<file path="src/rtl/ofmt_pkg.sv">
package ofmt_pkg;

    typedef enum logic [1:0] {
        ST_IDLE = 2'd0,
        ST_LOW  = 2'd1,
        ST_HIGH = 2'd2,
        ST_PARK = 2'd3
    } ser_state_t;

    // Returns 1 when offset binary coding is in force.
    function automatic logic use_offset_bin(input logic [1:0] fld, input logic strap_ob);
        logic r;
        case (fld)
            2'b10:   r = 1'b0;
            2'b11:   r = 1'b1;
            default: r = strap_ob;
        endcase
        return r;
    endfunction

    // Returns 1 when the DDR lane interface is in force.
    function automatic logic use_ddr(input logic [1:0] fld, input logic strap_par);
        logic r;
        case (fld)
            2'b01:   r = 1'b1;
            2'b11:   r = 1'b0;
            default: r = ~strap_par;
        endcase
        return r;
    endfunction

endpackage

</file>
<file path="src/rtl/ofmt_select.sv">
module ofmt_select #(
    parameter int W = 14
) (
    input  logic [W-1:0] smp,
    input  logic         ovr_pos,
    input  logic         ovr_neg,
    input  logic         offset_bin,
    input  logic         pat_en,
    input  logic [W-1:0] pat,
    output logic [W-1:0] word
);
    localparam logic [W-1:0] SIGN_BIT = {1'b1, {(W-1){1'b0}}};
    localparam logic [W-1:0] TC_MAX   = ~SIGN_BIT;
    localparam logic [W-1:0] TC_MIN   = SIGN_BIT;

    logic [W-1:0] clamped;

    always_comb begin
        if (ovr_pos)      clamped = TC_MAX;
        else if (ovr_neg) clamped = TC_MIN;
        else              clamped = smp;
    end

    always_comb begin
        if (pat_en)          word = pat;
        else if (offset_bin) word = clamped ^ SIGN_BIT;
        else                 word = clamped;
    end
endmodule

</file>
<file path="src/rtl/ofmt_ser.sv">
module ofmt_ser
    import ofmt_pkg::*;
#(
    parameter int W = 14,
    localparam int LANES = W / 2
) (
    input  logic             clk,
    input  logic             rst_n,
    input  logic             out_dis,
    input  logic [W-1:0]     word_in,
    input  logic             ovr_in,
    input  logic             ddr_in,
    output logic             pad_oe,
    output logic             clk_fwd,
    output logic [LANES-1:0] ddr_lane,
    output logic [W-1:0]     par_data,
    output logic             ovr_flag
);
    ser_state_t state_q, state_d;
    logic [W-1:0] word_q;
    logic         ovr_q;
    logic         ddr_q;
    logic         take;
    logic [LANES-1:0] even_bits, odd_bits;

    // Next-state decision
    always_comb begin
        state_d = state_q;
        unique case (state_q)
            ST_IDLE: state_d = out_dis ? ST_PARK : ST_LOW;
            ST_LOW:  state_d = ST_HIGH;
            ST_HIGH: state_d = out_dis ? ST_PARK : ST_LOW;
            ST_PARK: state_d = out_dis ? ST_PARK : ST_LOW;
        endcase
    end

    assign take = (state_q != ST_LOW);

    // State register
    always_ff @(posedge clk or negedge rst_n) begin
        if (!rst_n) state_q <= ST_IDLE;
        else        state_q <= state_d;
    end

    // Sample capture at the start of every sample period
    always_ff @(posedge clk or negedge rst_n) begin
        if (!rst_n) begin
            word_q <= '0;
            ovr_q  <= 1'b0;
            ddr_q  <= 1'b1;
        end else if (take) begin
            word_q <= word_in;
            ovr_q  <= ovr_in;
            ddr_q  <= ddr_in;
        end
    end

    for (genvar k = 0; k < LANES; k++) begin : g_lane
        assign even_bits[k] = word_q[2*k];
        assign odd_bits[k]  = word_q[2*k+1];
    end

    // Output decode
    always_comb begin
        pad_oe   = 1'b0;
        clk_fwd  = 1'b0;
        ddr_lane = '0;
        par_data = '0;
        ovr_flag = ovr_q;
        unique case (state_q)
            ST_IDLE: ovr_flag = 1'b0;
            ST_LOW: begin
                pad_oe = 1'b1;
                if (ddr_q) ddr_lane = even_bits;
                else       par_data = word_q;
            end
            ST_HIGH: begin
                pad_oe  = 1'b1;
                clk_fwd = 1'b1;
                if (ddr_q) ddr_lane = odd_bits;
                else       par_data = word_q;
            end
            ST_PARK: ;
        endcase
    end
endmodule

</file>
<file path="src/rtl/adc_ofmt.sv">
module adc_ofmt
    import ofmt_pkg::*;
#(
    parameter int W = 14,
    localparam int LANES = W / 2
) (
    input  logic             clk,
    input  logic             rst_n,
    input  logic [W-1:0]     smp_data,
    input  logic             smp_ovr_pos,
    input  logic             smp_ovr_neg,
    input  logic [1:0]       fmt_sel,
    input  logic [1:0]       ifc_sel,
    input  logic             pin_fmt_ob,
    input  logic             pin_ifc_par,
    input  logic             pat_en,
    input  logic [W-1:0]     pat_word,
    input  logic             out_dis,
    output logic             pad_oe,
    output logic             clk_fwd,
    output logic [LANES-1:0] ddr_lane,
    output logic [W-1:0]     par_data,
    output logic             ovr_flag
);
    logic         offset_bin;
    logic         ddr_mode;
    logic [W-1:0] fmt_word;

    assign offset_bin = use_offset_bin(fmt_sel, pin_fmt_ob);
    assign ddr_mode   = use_ddr(ifc_sel, pin_ifc_par);

    ofmt_select #(.W(W)) u_select (
        .smp        (smp_data),
        .ovr_pos    (smp_ovr_pos),
        .ovr_neg    (smp_ovr_neg),
        .offset_bin (offset_bin),
        .pat_en     (pat_en),
        .pat        (pat_word),
        .word       (fmt_word)
    );

    ofmt_ser #(.W(W)) u_ser (
        .clk      (clk),
        .rst_n    (rst_n),
        .out_dis  (out_dis),
        .word_in  (fmt_word),
        .ovr_in   (smp_ovr_pos | smp_ovr_neg),
        .ddr_in   (ddr_mode),
        .pad_oe   (pad_oe),
        .clk_fwd  (clk_fwd),
        .ddr_lane (ddr_lane),
        .par_data (par_data),
        .ovr_flag (ovr_flag)
    );
endmodule

</file>
<file path="config.mk">
export PLATFORM = sky130hd
export DESIGN_NAME = adc_ofmt
export DESIGN_NICKNAME = d
export VERILOG_FILES = /design/src/rtl/ofmt_pkg.sv /design/src/rtl/ofmt_select.sv /design/src/rtl/ofmt_ser.sv /design/src/rtl/adc_ofmt.sv
export SDC_FILE = /design/constraint.sdc
export NUM_CORES = 1
export LEC_CHECK = 0
export CELL_PAD_IN_SITES_DETAIL_PLACEMENT = 1
export CELL_PAD_IN_SITES_GLOBAL_PLACEMENT = 2
export CORE_MARGIN = 2
export CORE_UTILIZATION = 22
export DETAILED_ROUTE_END_ITERATION = 16
export GPL_ROUTABILITY_DRIVEN = 0
export PLACE_DENSITY_LB_ADDON = 0.2
export SKIP_CTS_REPAIR_TIMING = 1
export SLEW_MARGIN = 15
export SYNTH_ARGS = -nofsm -noshare
export SYNTH_HDL_FRONTEND = slang
export SYNTH_HIERARCHICAL = 1
export SYNTH_SLANG_ARGS = --single-unit
export TNS_END_PERCENT = 100
</file>
<file path="constraint.sdc">
create_clock -name clk -period 3.9 [get_ports clk]
set_input_delay 0.39 -clock clk [delete_from_list [all_inputs] [get_ports clk]]
set_output_delay 0.39 -clock clk [all_outputs]
set_load 0.03 [all_outputs]
</file>
==> out/results.ini, run 1 <==
[run_status]
status=finished clean

[power_and_ir_drop]
power.leakage_nw=0.796
p_per_area_nw_per_um2=321
peakVddDrop_v=0.000144
totalPowerFinal_mw=0.612

[clock_tree]
cts_made_buffers=3
clk_path_buf_depth=2
path_clk_slew_ns=0.07
root_buffer=clkbuf_8
clkSinkCount=18
clock_latency_ns=0.25
cts_tree=yes
cts_max_level=1

[routing]
routedWlPerCell_um=12.6
drc=0
vias_per_cell=4.15
routed_wirelength_mm=3.43
first_pass_iters=4
antenna_left=0
drt_iter0_markers=37
vias=1128

[place]
dp_hpwl_mm=2.86
portBuffers=63
place_ws_ns=1.42

[synth]
synth_compound_area_share_pct=17.8
synth_xor_area_share_pct=0.732
synth_edf_count=0
syn_area_um2=1200
synth.area.top_cells=dfrtp_1, nand2_1, mux2_4, a21oi_1, and2_1
yosysUniqueCellTypes=21
avgSynthCellArea_um2=8.42
yosysTopAreaCellShare_pct=35.6
ys_ff_latch=18
synth_top_family_by_area=simple AND/OR/NAND/NOR gates
yosysWarnings=6
yosys_most_used_dff=dfrtp_1
ys_seq_area_share_pct=37.8
synthTopCellsByCount=nand2_1, a21oi_1, dfrtp_1, and2_1, o21ai_1
synth_nets=186
synthMuxAreaShare_pct=12.4
synthAdderAreaFrac_pct=4.18
netlist_instances=142
async_reset_ff_share_pct=100
synth_largest_area_cell=dfrtp_1
yosysMostFrequentCell=nand2_1
synthSimpleGateAreaFrac_pct=18.7

[sta]
setup_ws_ns=1.18
finalCritPeriodShare_pct=69.7
finClkSkew_ns=0.00107
relSlewSlack_pct=45.6
hold_viol=0
setup_violations=0
worst_slew_pin_slew_ns=0.813
fin_setup_tns_ns=0
slew_viol_final=0
rsz0062_at_grt=no
max_freq_mhz=368
period_minus_slack_ns=2.72

[critical_path]
cp_slowest_cell=clkdlybuf4s50_1
worstPathRequired_ns=3.51
rr_startpoint=u_ser/state_q[1]
reg2reg_depth=4
r2r_end=u_ser/word_q[3]
path_cells=inv_1 -> ha_1 -> buf_4 -> nand2_1 -> a21oi_1 -> clkdlybuf4s50_1
cpPeakStageDelay_ns=0.69
reg2reg_slack_ns=2.28
end_kind=primary output
path_max_fanout=14
startpoint_type=register
path_class=reg2out
crit_arrival_ns=2.33

[flow_run]
maxCapViolCount=0

[floorplanning]
die-area_um2=6040
io_pins=64
die_w_um=77.7
rows=26
fp.coreArea_um2=5170
die_h_um=77.7
initial_utilization_pct=23.1

[grt]
grt_usage_pct=11.8
overflow=0
grt_pass1_vias=1225
grt_pass1_wl_mm=5.79
grt_max_degree=29
antenna_found_initial=0

[layout]
drive_gt1_share_pct=8.91
fin_util_pct=36.9
nets=247
syn2layout_area_growth_pct=59.5
num_antenna_cells=0

[min_path]
whs_endpoint=u_ser/word_q[2]
min_path_type=reg2reg
hold-path-cell-count=2
hp-start=u_ser/word_q[2]

[worst max-delay path by stage]
stage,endpoint,start,depth (start not counted)
floorplan,par_data[10],u_ser/state_q[0],5
global placement,ddr_lane[0],u_ser/state_q[1],6
detailed placement,ddr_lane[0],u_ser/state_q[1],6
CTS,ddr_lane[0],u_ser/state_q[1],6
global route,ddr_lane[5],u_ser/state_q[1],6
finish,ddr_lane[0],u_ser/state_q[1],6
[kinds of logic (layout without fill, tap and decap cells)]
group | Yosys count | count (layout)
adder cells (fa/ha/maj) | 4 | 4
multiplexers | 11 | 11
AO/OA/AOI/OAI | 42 | 42
buffers and inverters | 19 | 79
XOR/XNOR | 1 | 1
AND/OR/NAND/NOR | 47 | 47
flip-flops | 18 | 18
[critical path, delay by kind of cell, from the launching register on]
kind,cells,cell delay (ns)
AOI/OAI and AO/OA,1,0.15
DFF,1,0.39
and+or+nand+nor,1,0.09
buffers and inverters,3,1.08
adders and majority gates,1,0.37
[cells in the final DEF (no fill, tap or decap)]
cell type         n
clkbuf_1          1
mux2_2            3
nand2_1          29
o21ai_1          12
nor2b_1           1
clkbuf_8          3
or2_2             2
dfrtp_1          17
clkdlybuf4s50_1  63
o21ai_0           9
o21bai_1          1
ha_1              4
xor2_1            1
inv_1            11
mux2i_1           1
a21oi_1          20
dfstp_2           1
mux2_4            7
buf_4             1
and2_1           14
nor2b_2           1
[routing by layer]
metal,part of all wire (%),vias to the layer above,GRT usage [%]
met4,1.1,0,4.29
met1,49,501,16.2
met2,46,40,18.8
met5,0,-,0
met3,4.4,2,1.74
li1,-,585,-
[sequential cells by signal, summed over array words and instances (netlist names)]
signal,count
u_ser/ovr_q,1
u_ser/ddr_q,1
u_ser/state_q,2
u_ser/word_q,14
[cell type report]
class                      instances  area [µm²]
fill                             608        3260
multi-input combinational        105         644
timing repair buffer              64         638
sequential                        18         452
tap                               70        87.6
clock buffer                       4        45.0
inverter                          11        41.3
[where the power goes]
part	internal (mW)	switching [mW]
registers	0.215	0.0176
logic	0.123	0.125
clock network	0.0724	0.0596
total	0.410	0.202
[stage by stage]
step,hold WS [ns],std cells,instance area (µm²)
CTS,0.509,272,1910
global placement,0.477,268,1860
detailed placement,0.493,268,1860
global route,0.527,272,1910
finish,0.498,272,1910
floorplan,0.0944,142,1200
(Power assumes the default switching activity.)
==> run 2, diff against run 1 <==
CORE_UTILIZATION = 19   (was 22)
clock period = 2.5 ns   (was 3.9 ns; I/O delays follow)
==> run 2 against run 1 <==
Worst hold slack lost 0.023 ns. Count of clock-buffer cells in the layout unchanged. Final cell count up 4.0%. Power rose by 66%. Global-route usage decreased by 0.54 points. Via count up 2.4%. Worst setup slack got worse by 1.1 ns. Sequential power grew 58%. Critical path depth shrank 1. Largest power group unchanged. Critical endpoint is now par_data[5].
==> out/results.ini, run 2 (synthesized netlist as in run 1, its figures left out) <==
[sta]
setup_ws_ns=0.100  ; was 1.18 ns
relSlewSlack_pct=43.8  ; was 45.6%
finalCritPeriodShare_pct=96.0
worst_slew_pin_slew_ns=0.841  ; was 0.813 ns
max_freq_mhz=417
hold_slack_ns=0.474  ; was 0.498 ns
rsz0062_at_grt=no  ; unchanged
finClkSkew_ns=0.00399  ; was 0.00107 ns
hold_viol=0  ; unchanged
slew_viol_final=0  ; unchanged
setup_violations=0  ; unchanged
period_minus_slack_ns=2.40

[routing]
drc=0  ; unchanged
drt_iter0_markers=38  ; was 37
vias_per_cell=4.08  ; was 4.15
antenna_left=0  ; unchanged
routedWlPerCell_um=14.1  ; was 12.6 µm
first_pass_iters=4  ; unchanged
vias=1155  ; was 1,128
routed_wirelength_mm=4.00  ; was 3.43 mm

[critical_path]
crit_arrival_ns=2.15  ; was 2.33 ns
path_class=reg2out  ; unchanged
end_kind=primary output  ; unchanged
path_max_fanout=6  ; was 14
startpoint_type=register  ; unchanged
worstSetupStartpoint=u_ser/state_q[0]  ; was u_ser/state_q[1]
reg2reg_slack_ns=0.99  ; was 2.28 ns
rr_startpoint=u_ser/state_q[1]  ; unchanged
cp-endpoint=par_data[5]  ; was ddr_lane[0]
r2r_end=u_ser/word_q[1]  ; was u_ser/word_q[3]
worstPathRequired_ns=2.25  ; was 3.51 ns
reg2reg_depth=4  ; unchanged

[clock_tree]
cts_tree=yes  ; unchanged
clk_path_buf_depth=2  ; unchanged
clkSinkCount=18  ; unchanged
clock_latency_ns=0.25  ; about the same
cts_max_level=1  ; unchanged
root_buffer=clkbuf_8  ; unchanged
cts_made_buffers=3  ; unchanged
path_clk_slew_ns=0.07  ; about the same

[power_and_ir_drop]
totalPowerFinal_mw=1.02  ; was 0.612 mW
peakVddDrop_v=0.000168  ; was 0.000144 V
power.leakage_nw=1.05  ; was 0.796 nW
p_per_area_nw_per_um2=511  ; was 321 nW/µm²

[layout]
num_antenna_cells=0  ; unchanged
final_area_um2=2000  ; was 1910 µm²
reg_top3=u_ser/word_q x14, u_ser/state_q x2  ; unchanged
final_common_cell=clkdlybuf4s50_1  ; unchanged
drive_gt1_share_pct=14.9  ; was 8.91%
syn2layout_area_growth_pct=66.8  ; was 59.5%
largest_register_ffs=14  ; unchanged
nets=253  ; was 247
largest_register=u_ser/word_q  ; unchanged
layout_common_cells=clkdlybuf4s50_1, nand2_1, a21oi_1  ; unchanged

[floorplanning]
rows=28  ; was 26
die_w_um=83.3  ; was 77.7 µm
initial_utilization_pct=20.0  ; was 23.1%
die_h_um=83.3  ; was 77.7 µm
fp.coreArea_um2=5990  ; was 5170 µm²
die-area_um2=6950  ; was 6040 µm²
io_pins=64  ; unchanged

[place]
dp_hpwl_mm=3.16  ; was 2.86 mm
place_ws_ns=0.160  ; was 1.42 ns
post_dp_cell_area_um2=1880  ; was 1860 µm²
portBuffers=63  ; unchanged

[grt]
grt_max_degree=23  ; was 29
grt_usage_pct=11.3  ; was 11.8%
grt_pass1_wl_mm=6.38  ; was 5.79 mm
overflow=0  ; unchanged
grt_pass1_vias=1312  ; was 1,225
antenna_found_initial=0  ; unchanged

[run_status]
status=finished clean  ; unchanged

[min_path]
min_path_type=in2async  ; was reg2reg

[flow_run]
maxCapViolCount=0  ; unchanged

## run 2: worst max-delay path: stages, from the launching register on
cell and delay (ns):
dfrtp_1 0.39, inv_1 0.09, ha_1 0.35, nor2b_4 0.25, and2_1 0.15, clkdlybuf4s50_1 0.67
## run 2: power by group
group          internal [mW]  switching [mW]  leakage, nW
Combinational          0.202           0.208        0.814
Clock                  0.140           0.103       0.0288
Sequential             0.335          0.0319        0.209
## run 2: how the worst min path moves through the flow
stage	to	slack [ns]	depth (start not counted)
floorplan	u_ser/ovr_q	-0.05	0
finish	u_ser/ovr_q	0.47	1
global placement	u_ser/word_q[6]	0.48	2
detailed placement	u_ser/word_q[2]	0.48	2
global route	u_ser/word_q[6]	0.52	2
CTS	u_ser/ovr_q	0.50	1
## run 2: per-layer routing
layer | vias to the layer above | track usage, % | part of all wire (%)
li1 | 597 | - | -
met1 | 515 | 15.3 | 48
met2 | 41 | 18.5 | 48
met3 | 2 | 1.79 | 3.3
met4 | 0 | 3.13 | 0.85
met5 | - | 0 | 0
## run 2: through the flow
stage          util [%]  TNS (ns)  instances
2_1_floorplan         -         0        142
3_3_place_gp       31.5         0        277
3_5_place_dp       31.5         0        277
4_1_cts            32.4     -1.41        281
5_1_grt            33.3         0        283
6_report           33.3         0        283
## run 2: cell type report
| class | count | area [µm²] |
|---|---|---|
| multi-input cells | 106 | 663 |
| repair buffers | 69 | 691 |
| flip-flops and latches | 18 | 452 |
| well taps | 75 | 93.8 |
| fillers | 706 | 4000 |
| clock buffers | 4 | 55.1 |
| inverters | 11 | 41.3 |
